## config.mk

```make
export PLATFORM = sky130hd
export DESIGN_NAME = keyed_watchdog
export DESIGN_NICKNAME = d
export VERILOG_FILES = /design/src/rtl/kwd_pkg.sv /design/src/rtl/kwd_sync_slot.sv /design/src/rtl/kwd_keyfsm.sv /design/src/rtl/kwd_counter.sv /design/src/rtl/keyed_watchdog.sv
export SDC_FILE = /design/constraint.sdc
export NUM_CORES = 1
export LEC_CHECK = 0
export BUFFER_PORTS_ARGS = -buffer_cell sky130_fd_sc_hd__buf_2
export CAP_MARGIN = 0
export CELL_PAD_IN_SITES_DETAIL_PLACEMENT = 2
export CELL_PAD_IN_SITES_GLOBAL_PLACEMENT = 2
export CORE_ASPECT_RATIO = 1.4
export CORE_UTILIZATION = 38
export DETAILED_ROUTE_END_ITERATION = 16
export PLACE_DENSITY_LB_ADDON = 0.1
export SLEW_MARGIN = 40
export SYNTH_ARGS = -nofsm -noshare
export SYNTH_HDL_FRONTEND = slang
export SYNTH_SLANG_ARGS = --single-unit
export TNS_END_PERCENT = 50
```

## constraint.sdc

```tcl
create_clock -name clk_i -period 3.9 [get_ports clk_i]
set_input_delay 0.195 -clock clk_i [delete_from_list [all_inputs] [get_ports clk_i]]
set_output_delay 0.195 -clock clk_i [all_outputs]
set_load 0.005 [all_outputs]
```

## src/rtl/kwd_pkg.sv

```systemverilog
package kwd_pkg;
   localparam int NSLOT    = 5;
   localparam int SL_PRE   = 0;
   localparam int SL_LOAD  = 1;
   localparam int SL_TRIG  = 2;
   localparam int SL_DLY   = 3;
   localparam int SL_KEY   = 4;

   localparam logic [3:0] W_CFG   = 4'd0;
   localparam logic [3:0] W_ISTAT = 4'd1;
   localparam logic [3:0] W_IEN   = 4'd2;
   localparam logic [3:0] W_PRE   = 4'd3;
   localparam logic [3:0] W_COUNT = 4'd4;
   localparam logic [3:0] W_LOAD  = 4'd5;
   localparam logic [3:0] W_TRIG  = 4'd6;
   localparam logic [3:0] W_DLY   = 4'd7;
   localparam logic [3:0] W_KEY   = 4'd8;
   localparam logic [3:0] W_PEND  = 4'd9;

   localparam logic [31:0] KEY_STOP_A  = 32'h0000_AAAA;
   localparam logic [31:0] KEY_STOP_B  = 32'h0000_5555;
   localparam logic [31:0] KEY_START_A = 32'h0000_BBBB;
   localparam logic [31:0] KEY_START_B = 32'h0000_4444;

   typedef enum logic [1:0] {K_IDLE, K_STOP_ARMED, K_START_ARMED} key_st_e;

   function automatic logic [3:0] slot_word(input int idx);
      case (idx)
         SL_PRE:  return W_PRE;
         SL_LOAD: return W_LOAD;
         SL_TRIG: return W_TRIG;
         SL_DLY:  return W_DLY;
         default: return W_KEY;
      endcase
   endfunction
endpackage

```

## src/rtl/kwd_sync_slot.sv

```systemverilog
module kwd_sync_slot #(
   parameter int W   = 32,
   parameter int DLY = 3
) (
   input  logic         clk_i,
   input  logic         rst_ni,
   input  logic         clr_i,
   input  logic         wr_i,
   input  logic [W-1:0] wdata_i,
   output logic         pend_o,
   output logic         apply_o,
   output logic [W-1:0] data_o
);
   localparam int TW = (DLY < 2) ? 1 : $clog2(DLY);

   if (DLY < 1) begin : g_bad_dly
      $error("kwd_sync_slot: DLY must be at least 1");
   end

   logic [TW-1:0] tmr;

   always_ff @(posedge clk_i or negedge rst_ni) begin
      if (!rst_ni) begin
         pend_o <= 1'b0;
         tmr    <= '0;
         data_o <= '0;
      end else if (clr_i) begin
         pend_o <= 1'b0;
         tmr    <= '0;
         data_o <= '0;
      end else if (wr_i) begin
         pend_o <= 1'b1;
         tmr    <= TW'(DLY - 1);
         data_o <= wdata_i;
      end else if (pend_o) begin
         if (tmr == '0) pend_o <= 1'b0;
         else           tmr    <= tmr - 1'b1;
      end
   end

   assign apply_o = pend_o && (tmr == '0);

   // a write always leaves the pending flag raised on the next cycle
   p_pend_set_r7: assert property (@(posedge clk_i) disable iff (!rst_ni || clr_i)
      wr_i |=> pend_o);
endmodule

```

## src/rtl/kwd_keyfsm.sv

```systemverilog
module kwd_keyfsm
   import kwd_pkg::*;
(
   input  logic        clk_i,
   input  logic        rst_ni,
   input  logic        clr_i,
   input  logic        key_vld_i,
   input  logic [31:0] key_i,
   output logic        run_o
);
   key_st_e st;

   always_ff @(posedge clk_i or negedge rst_ni) begin
      if (!rst_ni) begin
         st    <= K_IDLE;
         run_o <= 1'b0;
      end else if (clr_i) begin
         st    <= K_IDLE;
         run_o <= 1'b0;
      end else if (key_vld_i) begin
         if (st == K_STOP_ARMED && key_i == KEY_STOP_B) begin
            run_o <= 1'b0;
            st    <= K_IDLE;
         end else if (st == K_START_ARMED && key_i == KEY_START_B) begin
            run_o <= 1'b1;
            st    <= K_IDLE;
         end else if (key_i == KEY_STOP_A)  st <= K_STOP_ARMED;
         else if (key_i == KEY_START_A)     st <= K_START_ARMED;
         else                               st <= K_IDLE;
      end
   end

   // the run state moves only when a key write lands
   p_run_hold_r4: assert property (@(posedge clk_i) disable iff (!rst_ni || clr_i)
      !key_vld_i |=> $stable(run_o));
endmodule

```

## src/rtl/kwd_counter.sv

```systemverilog
module kwd_counter #(
   parameter int CNT_W = 32,
   parameter int PTV_W = 3
) (
   input  logic             clk_i,
   input  logic             rst_ni,
   input  logic             clr_i,
   input  logic             tick_i,
   input  logic             run_i,
   input  logic             pre_en_i,
   input  logic [PTV_W-1:0] ptv_i,
   input  logic [CNT_W-1:0] load_i,
   input  logic [CNT_W-1:0] delay_i,
   input  logic             reload_i,
   output logic [CNT_W-1:0] cnt_o,
   output logic             ovf_o,
   output logic             dly_o
);
   localparam int PRE_W = (1 << PTV_W) - 1;

   if (PTV_W < 1 || PTV_W > 4) begin : g_bad_ptv
      $error("kwd_counter: PTV_W out of range");
   end

   logic [PRE_W-1:0] pcnt;
   logic [PRE_W-1:0] plim;
   logic             hit;
   logic [CNT_W-1:0] nxt;

   assign plim = ~({PRE_W{1'b1}} << ptv_i);
   assign hit  = !pre_en_i || (pcnt == plim);
   assign nxt  = (cnt_o == '1) ? load_i : cnt_o + 1'b1;

   always_ff @(posedge clk_i or negedge rst_ni) begin
      if (!rst_ni) begin
         cnt_o <= '0;
         pcnt  <= '0;
         ovf_o <= 1'b0;
         dly_o <= 1'b0;
      end else if (clr_i) begin
         cnt_o <= '0;
         pcnt  <= '0;
         ovf_o <= 1'b0;
         dly_o <= 1'b0;
      end else begin
         ovf_o <= 1'b0;
         dly_o <= 1'b0;
         if (reload_i) begin
            cnt_o <= load_i;
            pcnt  <= '0;
         end else if (tick_i && run_i) begin
            if (hit) begin
               pcnt  <= '0;
               cnt_o <= nxt;
               ovf_o <= (cnt_o == '1);
               dly_o <= (nxt == delay_i);
            end else begin
               pcnt <= pcnt + 1'b1;
            end
         end
      end
   end

   // a stopped counter without a reload holds its value
   p_count_frozen_r3: assert property (@(posedge clk_i) disable iff (!rst_ni || clr_i)
      (!run_i && !reload_i) |=> $stable(cnt_o));
   // an overflow pulse only follows a running cycle
   p_ovf_needs_run_r8: assert property (@(posedge clk_i) disable iff (!rst_ni || clr_i)
      ovf_o |-> $past(run_i && tick_i));
endmodule

```

## src/rtl/keyed_watchdog.sv

```systemverilog
module keyed_watchdog
   import kwd_pkg::*;
#(
   parameter int ADDR_W   = 6,
   parameter int SYNC_CYC = 3,
   parameter int SRST_CYC = 4
) (
   input  logic              clk_i,
   input  logic              rst_ni,
   input  logic              tick_i,
   input  logic              bus_sel_i,
   input  logic              bus_wr_i,
   input  logic [ADDR_W-1:0] bus_addr_i,
   input  logic [31:0]       bus_wdata_i,
   output logic [31:0]       bus_rdata_o,
   output logic              irq_o,
   output logic              wdt_rst_o
);
   localparam int CNT_W = 32;
   localparam int PTV_W = 3;
   localparam int SRW   = $clog2(SRST_CYC + 1);

   if (ADDR_W < 6) begin : g_bad_addr
      $error("keyed_watchdog: ADDR_W must cover the register map");
   end
   if (SRST_CYC < 1) begin : g_bad_srst
      $error("keyed_watchdog: SRST_CYC must be at least 1");
   end

   logic [3:0]       word;
   logic             wr_en;
   logic [SRW-1:0]   srst_cnt;
   logic             clr;
   logic [NSLOT-1:0] pend, apply;
   logic [31:0]      sdata [NSLOT];
   logic [3:0]       pre_q;
   logic [31:0]      load_q, delay_q, trig_q;
   logic [1:0]       ien_q, ist_q;
   logic             run, reload, ovf_p, dly_p;
   logic [31:0]      cnt;

   assign word  = bus_addr_i[5:2];
   assign wr_en = bus_sel_i && bus_wr_i;
   assign clr   = (srst_cnt != '0);

   for (genvar i = 0; i < NSLOT; i++) begin : g_slot
      kwd_sync_slot #(.W(32), .DLY(SYNC_CYC)) i_slot (
         .clk_i   (clk_i),
         .rst_ni  (rst_ni),
         .clr_i   (clr),
         .wr_i    (wr_en && word == slot_word(i)),
         .wdata_i (bus_wdata_i),
         .pend_o  (pend[i]),
         .apply_o (apply[i]),
         .data_o  (sdata[i])
      );
   end

   assign reload = apply[SL_TRIG] && (sdata[SL_TRIG] != trig_q);

   always_ff @(posedge clk_i or negedge rst_ni) begin
      if (!rst_ni) begin
         srst_cnt <= '0;
      end else if (clr) begin
         srst_cnt <= srst_cnt - 1'b1;
      end else if (wr_en && word == W_CFG && bus_wdata_i[0]) begin
         srst_cnt <= SRW'(SRST_CYC);
      end
   end

   always_ff @(posedge clk_i or negedge rst_ni) begin
      if (!rst_ni) begin
         pre_q   <= '0;
         load_q  <= '0;
         delay_q <= '0;
         trig_q  <= '0;
         ien_q   <= '0;
         ist_q   <= '0;
      end else if (clr) begin
         pre_q   <= '0;
         load_q  <= '0;
         delay_q <= '0;
         trig_q  <= '0;
         ien_q   <= '0;
         ist_q   <= '0;
      end else begin
         if (apply[SL_PRE])  pre_q   <= sdata[SL_PRE][3:0];
         if (apply[SL_LOAD]) load_q  <= sdata[SL_LOAD];
         if (apply[SL_DLY])  delay_q <= sdata[SL_DLY];
         if (apply[SL_TRIG]) trig_q  <= sdata[SL_TRIG];
         if (wr_en && word == W_IEN) ien_q <= bus_wdata_i[1:0];
         ist_q <= (ist_q & ~((wr_en && word == W_ISTAT) ? bus_wdata_i[1:0] : 2'b00))
                  | {dly_p, ovf_p};
      end
   end

   kwd_keyfsm i_keys (
      .clk_i     (clk_i),
      .rst_ni    (rst_ni),
      .clr_i     (clr),
      .key_vld_i (apply[SL_KEY]),
      .key_i     (sdata[SL_KEY]),
      .run_o     (run)
   );

   kwd_counter #(.CNT_W(CNT_W), .PTV_W(PTV_W)) i_cnt (
      .clk_i    (clk_i),
      .rst_ni   (rst_ni),
      .clr_i    (clr),
      .tick_i   (tick_i),
      .run_i    (run),
      .pre_en_i (pre_q[3]),
      .ptv_i    (pre_q[2:0]),
      .load_i   (load_q),
      .delay_i  (delay_q),
      .reload_i (reload),
      .cnt_o    (cnt),
      .ovf_o    (ovf_p),
      .dly_o    (dly_p)
   );

   assign wdt_rst_o = ovf_p;
   assign irq_o     = |(ist_q & ien_q);

   always_comb begin
      case (word)
         W_CFG:   bus_rdata_o = {31'd0, clr};
         W_ISTAT: bus_rdata_o = {30'd0, ist_q};
         W_IEN:   bus_rdata_o = {30'd0, ien_q};
         W_PRE:   bus_rdata_o = {28'd0, pre_q};
         W_COUNT: bus_rdata_o = cnt;
         W_LOAD:  bus_rdata_o = load_q;
         W_TRIG:  bus_rdata_o = trig_q;
         W_DLY:   bus_rdata_o = delay_q;
         W_PEND:  bus_rdata_o = {{(32-NSLOT){1'b0}}, pend};
         default: bus_rdata_o = '0;
      endcase
   end

   // the reset request is recorded as an overflow event on the next cycle
   p_rst_logs_ovf_r8: assert property (@(posedge clk_i) disable iff (!rst_ni || clr)
      wdt_rst_o |=> ist_q[0]);
   // a soft reset leaves the counter at zero once it has ended
   p_srst_clears_r11: assert property (@(posedge clk_i) disable iff (!rst_ni)
      $fell(clr) |-> (cnt == '0 && !run));
endmodule

```

==> results of run 1 <==
## registers in the layout (all words and copies together) (netlist names)
signal / count
trig_q: 32
load_q: 32
i_keys.st: 2
delay_q: 32
i_cnt.ovf_o: 1
pre_q: 4
i_cnt.dly_o: 1
i_keys.run_o: 1
g_slot.i_slot.tmr: 10
srst_cnt: 3
g_slot.i_slot.pend_o: 5
ien_q: 2
g_slot.i_slot.data_o: 132
ist_q: 2
i_cnt.pcnt: 7
i_cnt.cnt_o: 32
## repair_timing
action / 4_1_cts / 5_1_grt
endpoints found under the hold margin: 211 / 0
setup buffers: 0 / 0
hold buffers: 31 / 0
## synthesized netlist by cell type (5+ instances only)
library cell,number
xnor2_1,23
nor3_1,29
nor4_1,28
mux2_2,6
a31oi_1,7
xor2_1,50
nor2_1,60
a22oi_1,69
inv_1,33
and4_1,8
buf_2,17
dfrtp_1,298
nand4_1,20
nand2b_1,8
o22ai_1,7
nor2b_1,14
o31ai_1,12
nand3_1,32
a21oi_1,276
clkbuf_1,113
mux2i_1,19
and3_1,11
o21ai_0,58
nor3b_1,5
and2_1,7
nand2_1,547
a2111oi_0,5
ha_1,8
## how the worst max path moves through the flow
stage / from / endpoint / slack (ns) / cells past startpoint
finish: i_cnt.cnt_o[3]$_DFFE_PN0P_ / i_cnt.dly_o$_DFF_PN0_ / 0.38 / 11
global route: i_cnt.cnt_o[0]$_DFFE_PN0P_ / i_cnt.dly_o$_DFF_PN0_ / 0.19 / 10
CTS: i_cnt.cnt_o[0]$_DFFE_PN0P_ / i_cnt.dly_o$_DFF_PN0_ / 0.45 / 10
detailed placement: i_cnt.cnt_o[0]$_DFFE_PN0P_ / i_cnt.dly_o$_DFF_PN0_ / 0.48 / 10
global placement: i_cnt.cnt_o[0]$_DFFE_PN0P_ / i_cnt.dly_o$_DFF_PN0_ / 0.45 / 10
floorplan: i_cnt.cnt_o[0]$_DFFE_PN0P_ / i_cnt.dly_o$_DFF_PN0_ / 1.08 / 9
## power groups by stage
stage	registers, W	clock network [W]	logic [W]
5_1_grt	0.00315	0.00371	0.00116
3_5_place_dp	0.00320	0	0.00105
4_1_cts	0.00315	0.00362	0.00108
2_1_floorplan	0.00320	0	0.000574
6_report	0.00315	0.00354	0.00107
3_3_place_gp	0.00320	0	0.000974
## tightest hold or removal path: cells and delay by family
| kind | cells | cell delay (ns) |
|---|---|---|
| simple gates | 1 | 0.09 |
| compound gates | 1 | 0.05 |
| buf+inv | 1 | 0.19 |
## cell families after synthesis
logic type	after synthesis	share of synthesized area, %
adders and majority gates	8	0.649
xor gates and xnor gates	73	4.14
buffers and inverters	170	4.31
DFF	298	48.3
and+or+nand+nor	803	22.9
AOI/OAI and AO/OA	476	18.0
muxes	25	1.67
## layout make-up
cell class / count / share of cell area, %
sequential: 298 / 41.3
multi-input combinational: 1385 / 40.9
timing repair buffer: 155 / 6.52
clock buffer: 49 / 5.82
tap: 534 / 3.70
clock inverter: 13 / 1.05
inverter: 34 / 0.749
## through the flow
step	power [W]	hold slack [ns]	setup slack (ns)	utilization [%]	std cells
floorplan	0.00377	-0.101	1.08	-	1853
global placement	0.00417	0.328	0.454	40.8	2372
detailed placement	0.00426	0.328	0.478	41.0	2374
CTS	0.00784	0.0115	0.453	44.9	2467
global route	0.00802	0.0355	0.187	44.9	2468
finish	0.00776	0.0271	0.376	44.9	2468
## metal layers
| metal | vias to the layer above | wire length [um] |
|---|---|---|
| li1 | 6493 | - |
| met1 | 7682 | 27400 |
| met2 | 343 | 31000 |
| met3 | 104 | 2320 |
| met4 | 0 | 2210 |
| met5 | - | 0 |
==> metrics, run 1 <==
largest net degree at the start of global routing=116; clock power share=45.6%; hold path cells=3; Crit path max-delay family=simple AND/OR/NAND/NOR gates; first-pass GRT wire length=96700 um; Arr. time, crit path=3.97 ns; CTS max path bufs=3; DRC Markers=0; VDD IR max=0.000365 V; CP Launch Type=flip-flop; worst skew pair latency=0.56 ns; WL final=62900 um; worst-margin pin slew=0.681 ns; DIE HEIGHT=240 um; most common cell after layout, fill and taps aside=nand2_1; Critical Path Most Common Cell=buf_4; met3 GRT Util=2.80%; H-tree depth=2; vias=14600; fillcell total=4432; Worst-path clk slew=0.06 ns; worst reg-to-reg path cell count=11; sw power=0.00230 W; grt ovf=0; number of synthesized register bits=298; R2R setup slack=0.38 ns; Root Buffer=clkbuf_16; Setup Total Neg Slack=0 ns; Synth area leader=dfrtp_1; CP required=4.34 ns; Crit Path Max Fanout=11; Total Routing Usage GR=31.4%; largest cells by area after synthesis=dfrtp_1 48%, nand2_1 13%, a21oi_1 9.0%; Power Internal=0.00547 W; share of cells above drive strength 1=11.3%; Mapped Nets=1904; RR Startpoint=i_cnt.cnt_o[3]$_DFFE_PN0P_; starting density of the core=38.4%; Num CTS Buffers=36; vias in the first global route=15900; die area=41400 um^2; CTS tree=done; R2R Path End=i_cnt.dly_o$_DFF_PN0_; Main synth FF type=dfrtp_1; register area share after synthesis=48.3%; CP Cell Sequence=nand4_2 -> buf_4 -> nor4_1 -> buf_4 -> and3_1 -> buf_4 -> a21oi_1 -> xnor2_1 -> nor4_1 -> nand4_1 -> nor4_2; area grow syn2layout=17.0%; worst hold path type=in -> reg; DP HPWL=43400 um; dpl cell area=16500 um^2; final hold violations=0; Port Buffer Count=74; min Tclk post-route=3.52 ns; Min-Delay Startpoint=bus_wdata_i[0]; Hold EP=g_slot[3].i_slot.data_o[0]$_DFFE_PN0P_; crit end category=flip-flop; Final Cycle Share=90.4%; most frequent cells in the layout=545 x nand2_1, 298 x dfrtp_1, 276 x a21oi_1; number of synthesized flops with an enable pin=0; RSZ-0062 raised after global routing=no; met2 GRT Util=52.9%; CP max stage delay=0.54 ns; initial DRC count=838; syn avg cell area=8.33 um^2; post_cts resized=0; global route hottest layer=met2; Sink Count=298; crit path buf inv count=3; area of the multi-input gates=7370 um^2; GP Congestion=0.908; Synth top area share=48.3%; P_leak=7.44 nW; Via density=5.92; sequential power share=40.5%; DR WL/cell=25.5 um; Placeable Area=40200 um^2; Reg area=7460 um^2; met1 usage=41.8%; switching share of total power=29.6%; Clock Skews=0.0250 ns; TritonRoute pass-1 iters=5; Pins Over Slew Limit=0; Comb pwr share=13.8%; Slew Limit Headroom=54.3%; Post-Syn Instances=1853; Pwr Density=430 nW/um^2; Max stage delay cell, worst path=dfrtp_1; CP Class=reg -> reg; Setup violations, final=0; Die Wd=172 um; fin nets=1961; Synth cell types=73; # rows=87; asr flop ratio synth=100%; io pins=77; max_cap viols=0; status=complete, no violations; antenna-violating nets left=0; n_diodes=0; Cell Area, Synth=15400 um^2; FMAX=284 MHz; design area=18100 um^2; antenna violations before repair=0; Ys Warns=0
Power figures use the tool's default switching activity.
==> run 2: changes to the inputs <==
Settings changed: CTS_BUF_LIST from default to sky130_fd_sc_hd__clkbuf_16.
==> run 2 against run 1 <==
Design area shrank 0.44%. Utilization shrank 0.20 points. Sequential power barely moved. Routed wire length up 0.10%. Worst hold slack improved by 0.0012 ns. Critical endpoint unchanged. Largest power group unchanged.
==> metrics, run 2 (same netlist as run 1, synthesis figures left out) <==
status=complete, no violations; Power, Total=0.00758 W (-2.4%); worst hold path type=in -> reg; antenna violations before repair=0 (unchanged); Worst-path clk slew=0.06 ns (about the same); grt ovf=0 (unchanged); fillcell total=4430 (-0.045%); CP Launch Type=flip-flop; crit path buf inv count=3 (unchanged); Crit path max-delay family=simple AND/OR/NAND/NOR gates; Critical Path Most Common Cell=buf_4; met1 usage=41.8% (about the same); Setup Total Neg Slack=0 ns (unchanged); Final Cycle Share=90.2% (-0.14 points); n_diodes=0 (unchanged); Reg with most FFs=g_slot.i_slot.data_o; Placed Cells=2374 (unchanged); Setup Buffers After CTS=0 (unchanged); Worst Setup EP=i_cnt.dly_o$_DFF_PN0_; Placeable Area=40200 um^2 (unchanged); initial DRC count=806 (-3.8%); Root Buffer=clkbuf_16; GP Congestion=0.908 (unchanged); CP required=4.34 ns (about the same); final hold violations=0 (unchanged); critical path depth in cells=11 (unchanged); crit end category=flip-flop; R2R Path End=i_cnt.dly_o$_DFF_PN0_; RSZ-0062 raised after global routing=no; TritonRoute pass-1 iters=5 (unchanged); H-tree depth=2 (unchanged); final std cells w/o fill=2468 (unchanged); met2 GRT Util=52.5% (-0.38 points); CP Class=reg -> reg; max FFs per register=132 (unchanged); Die Wd=172 um (unchanged); max_cap viols=0 (unchanged); die area=41400 um^2 (unchanged); worst-margin pin slew=0.690 ns (+0.00926 ns); Pwr Density=422 nW/um^2 (-2.0%); DP HPWL=43400 um (unchanged); DR WL/cell=25.5 um (+0.10%); Crit Path Max Fanout=11 (unchanged); Num CTS Buffers=36 (unchanged); vias=14600 (-0.44%); R2R setup slack=0.38 ns (about the same); Total Routing Usage GR=31.4% (about the same); FMAX=284 MHz (+0.16%); share of cells above drive strength 1=10.9% (-0.41 points); most common cell after layout, fill and taps aside=nand2_1; VDD IR max=0.000360 V (-1.3%); RR Startpoint=i_cnt.cnt_o[3]$_DFFE_PN0P_; dpl cell area=16500 um^2 (unchanged); CP Cell Sequence=nand4_2 -> buf_4 -> nor4_1 -> buf_4 -> and3_1 -> buf_4 -> a21oi_1 -> xnor2_1 -> nor4_1 -> nand4_1 -> nor4_2; most frequent cells in the layout=545 x nand2_1, 298 x dfrtp_1, 276 x a21oi_1; Slew Limit Headroom=53.7% (-0.62 points); Via density=5.90 (-0.44%); CP max stage delay=0.54 ns (about the same); antenna-violating nets left=0 (unchanged); Pins Over Slew Limit=0 (unchanged); CTS max path bufs=3 (unchanged); min Tclk post-route=3.52 ns (-0.00556 ns); pre-CTS WS=0.478 ns (unchanged); largest net degree at the start of global routing=116 (unchanged); io pins=77 (unchanged); Sink Count=298 (unchanged); DIE HEIGHT=240 um (unchanged); # rows=87 (unchanged); global route hottest layer=met2; Port Buffer Count=74 (unchanged); fin nets=1961 (unchanged); setup ws final=0.381 ns (+0.00556 ns); CTS tree=done; Clock Skews=0.0238 ns (-0.00119 ns); Setup violations, final=0 (unchanged); Arr. time, crit path=3.96 ns (about the same); area grow syn2layout=16.5%; DRC Markers=0 (unchanged); CP Launch Point=i_cnt.cnt_o[3]$_DFFE_PN0P_; P_leak=7.41 nW (-0.38%); starting density of the core=38.4% (unchanged); met3 GRT Util=3.09% (+0.30 points); Max stage delay cell, worst path=dfrtp_1; WL final=63000 um (+0.10%); vias in the first global route=15900 (+0.17%); design area=18000 um^2 (-0.44%); worst reg-to-reg path cell count=11 (unchanged); worst skew pair latency=0.55 ns (about the same); first-pass GRT wire length=96700 um (about the same)
-- run 2: cell count changes in the layout (fill, tap and decap cells not counted), sizes merged --
cell	previous run	this run
clkinv	6	14
clkbuf	49	37
inv	36	40
-- run 2: final cells by class --
cell class | count | area, um^2 | area share [%]
clock buffer | 37 | 926 | 5.15
clock inverter | 25 | 234 | 1.30
inverter | 34 | 135 | 0.752
multi-input combinational | 1385 | 7370 | 41.0
sequential | 298 | 7460 | 41.5
tap | 534 | 668 | 3.72
timing repair buffer | 155 | 1180 | 6.54
-- run 2: timing repair --
item	CTS	global route
hold buffers	31	0
hold endpoints to repair	211	0
gates resized for setup	0	0
-- run 2: worst min-delay path: cells and delay by family --
kind,cells,cell delay [ns]
AND/OR/NAND/NOR,1,0.09
AO/OA/AOI/OAI,1,0.05
buffers and inverters,1,0.19
-- run 2: metal layers --
| metal | vias to the layer above | wire length [um] |
|---|---|---|
| li1 | 6498 | - |
| met1 | 7642 | 27300 |
| met2 | 310 | 31000 |
| met3 | 107 | 2470 |
| met4 | 0 | 2270 |
| met5 | - | 0 |
-- run 2: power breakdown --
part	switching [W]	internal, W
logic	0.000826	0.000242
clock network	0.00143	0.00193
registers	0.0000256	0.00312
total	0.00228	0.00530
-- run 2: worst min path at each step --
stage | from | depth (start not counted) | slack (ns) | end
3_5_place_dp | rst_ni | 1 | 0.33 | trig_q[12]$_DFFE_PN0P_
2_1_floorplan | rst_ni | 0 | -0.10 | delay_q[0]$_DFFE_PN0P_
3_3_place_gp | rst_ni | 1 | 0.33 | trig_q[12]$_DFFE_PN0P_
5_1_grt | bus_wdata_i[0] | 3 | 0.03 | g_slot[1].i_slot.data_o[0]$_DFFE_PN0P_
4_1_cts | bus_wdata_i[0] | 3 | 0.01 | g_slot[3].i_slot.data_o[0]$_DFFE_PN0P_
6_report | bus_wdata_i[0] | 3 | 0.03 | g_slot[3].i_slot.data_o[0]$_DFFE_PN0P_
-- run 2: per-stage QoR --
stage / hold slack, ns / util, %
6_report: 0.0284 / 44.7
3_3_place_gp: 0.328 / 40.8
2_1_floorplan: -0.101 / -
4_1_cts: 0.0110 / 44.7
3_5_place_dp: 0.328 / 41.0
5_1_grt: 0.0325 / 44.7
==> run 3: changes to the inputs <==
Settings changed: CORE_ASPECT_RATIO 1.4 to 1.2.
==> run 3 against run 2 <==
Power fell by 1.6%. Clock skew fell by 0.0080 ns. Count of clock-buffer cells in the layout did not move. Via count barely moved. Worst hold slack got worse by 0.0026 ns. Clock power fell by 2%. Routed wire length barely moved. Critical endpoint unchanged. Largest power group unchanged.
==> metrics, run 3 (same netlist as run 1, synthesis figures left out) <==
vias in the first global route=15600 (-2.0%); Setup violations, final=0 (unchanged); Crit Path Max Fanout=8 (-3); DIE HEIGHT=223 um (-7.4%); Via density=5.90 (about the same); CP Class=reg -> reg; TritonRoute pass-1 iters=6 (+1); fillcell total=4458 (+0.63%); Root Buffer=clkbuf_16; antenna-violating nets left=0 (unchanged); antenna violations before repair=0 (unchanged); P_leak=7.36 nW (-0.59%); area grow syn2layout=15.6%; Num CTS Buffers=36 (unchanged); worst hold path type=in -> reg; GP Congestion=0.927 (+2.2%); Slew Limit Headroom=49.0% (-4.7 points); most common cell after layout, fill and taps aside=nand2_1; first-pass GRT wire length=96300 um (-0.48%); die area=41400 um^2 (about the same); Comb pwr share=13.8% (-0.3 points); DP HPWL=43100 um (-0.70%); post_cts resized=0 (unchanged); fin nets=1957 (-0.20%); Power Internal=0.00520 W (-1.9%); Pwr Density=418 nW/um^2 (-0.90%); max_cap viols=0 (unchanged); share of cells above drive strength 1=10.5% (-0.46 points); VDD IR max=0.000275 V (-24%); largest net degree at the start of global routing=132 (+14%); Reg area=7460 um^2 (unchanged); Placeable Area=39900 um^2 (-0.57%); H-tree depth=2 (unchanged); final hold violations=0 (unchanged); worst-margin pin slew=0.765 ns (+0.0751 ns); max FFs per register=132 (unchanged); # rows=80 (-8.0%); Port Buffer Count=74 (unchanged); Setup Total Neg Slack=0 ns (unchanged); min Tclk post-route=3.44 ns (-0.0800 ns); Die Wd=186 um (+7.9%); Setup Buffers After CTS=0 (unchanged); starting density of the core=38.6% (+0.22 points); FMAX=291 MHz (+2.3%); setup ws final=0.461 ns (+0.0800 ns); DRC Markers=0 (unchanged); most frequent cells in the layout=546 x nand2_1, 298 x dfrtp_1, 276 x a21oi_1; Worst-path clk slew=0.07 ns (about the same); vias=14500 (-0.089%); n_diodes=0 (unchanged); CTS max path bufs=3 (unchanged); CP required=4.37 ns (+0.03 ns); initial DRC count=897 (+11%); Total Routing Usage GR=31.1% (-0.30 points); crit end category=flip-flop; Sink Count=298 (unchanged); sw power=0.00225 W (-1.2%); Clock Skews=0.0159 ns (-0.00797 ns); pre-CTS WS=0.510 ns (+0.0321 ns); Pins Over Slew Limit=0 (unchanged); final hold slack=0.0258 ns (-0.00256 ns); area of the multi-input gates=7360 um^2 (-0.25%); cts hold-fix bufs=31 (unchanged); CP Launch Type=flip-flop; io pins=77 (unchanged); grt ovf=0 (unchanged); RSZ-0062 raised after global routing=no; Arr. time, crit path=3.91 ns (-0.05 ns); sequential power share=42.2% (+0.7 points); Reg with most FFs=g_slot.i_slot.data_o; switching share of total power=30.2% (+0.15 points); Final Cycle Share=88.2% (-2.1 points); clock power share=43.9% (-0.5 points); DR WL/cell=25.5 um (about the same); status=complete, no violations; worst skew pair latency=0.56 ns (about the same); WL final=62900 um (about the same); CTS tree=done
run 3: metal layers:
metal,vias up,GRT usage [%],wire (um)
li1,6493,-,-
met1,7626,43.2,28500
met2,333,50.7,30100
met3,92,3.34,2570
met4,0,9.60,1750
met5,-,0,0
run 3: layout make-up:
class | count | area share, %
Clock buffer | 37 | 5.19
Clock inverter | 28 | 1.06
Tap cell | 533 | 3.74
Timing Repair Buffer | 151 | 6.20
Sequential cell | 298 | 41.8
Multi-Input combinational cell | 1385 | 41.2
Inverter | 34 | 0.758
run 3: power by group through the flow:
stage / combinational (W) / clock [W] / sequential [W]
floorplan: 0.000574 / 0 / 0.00320
global placement: 0.000965 / 0 / 0.00320
detailed placement: 0.00101 / 0 / 0.00320
CTS: 0.00104 / 0.00334 / 0.00315
global route: 0.00111 / 0.00345 / 0.00315
finish: 0.00103 / 0.00328 / 0.00315
run 3: path summary, 6_finish.rpt:
path                       cells past startpoint                                       to  slack (ns)                        from
setup / recovery                               9                    i_cnt.dly_o$_DFF_PN0_        0.46  i_cnt.cnt_o[0]$_DFFE_PN0P_
hold / removal                                 3   g_slot[3].i_slot.data_o[1]$_DFFE_PN0P_        0.03              bus_wdata_i[1]
setup reg to reg                               9                    i_cnt.dly_o$_DFF_PN0_        0.46  i_cnt.cnt_o[0]$_DFFE_PN0P_
hold reg to reg                                1                  srst_cnt[0]$_DFFE_PN0P_        0.51     srst_cnt[0]$_DFFE_PN0P_
max in group asynchronous                      3  g_slot[3].i_slot.data_o[27]$_DFFE_PN0P_        2.58                      rst_ni
min in group asynchronous                      2                  srst_cnt[2]$_DFFE_PN0P_        0.21                      rst_ni
run 3: stage by stage:
stage / utilization (%) / instances / instance area (um^2) / power, W
3_3_place_gp: 41.0 / 2369 / 16400 / 0.00417
6_report: 44.7 / 2466 / 17800 / 0.00745
4_1_cts: 44.7 / 2466 / 17800 / 0.00752
5_1_grt: 44.7 / 2466 / 17800 / 0.00772
2_1_floorplan: - / 1853 / 15400 / 0.00377
3_5_place_dp: 41.1 / 2370 / 16400 / 0.00421
run 3: critical path: stages, from the launching register on:
cell     delay [ns]
dfrtp_1        0.46
ha_1           0.36
nand3_2        0.23
or4_4          0.64
or4_1          0.55
a32oi_1        0.17
nand4_1        0.11
nor4_1         0.44
nand4_1        0.16
nor4_2         0.23
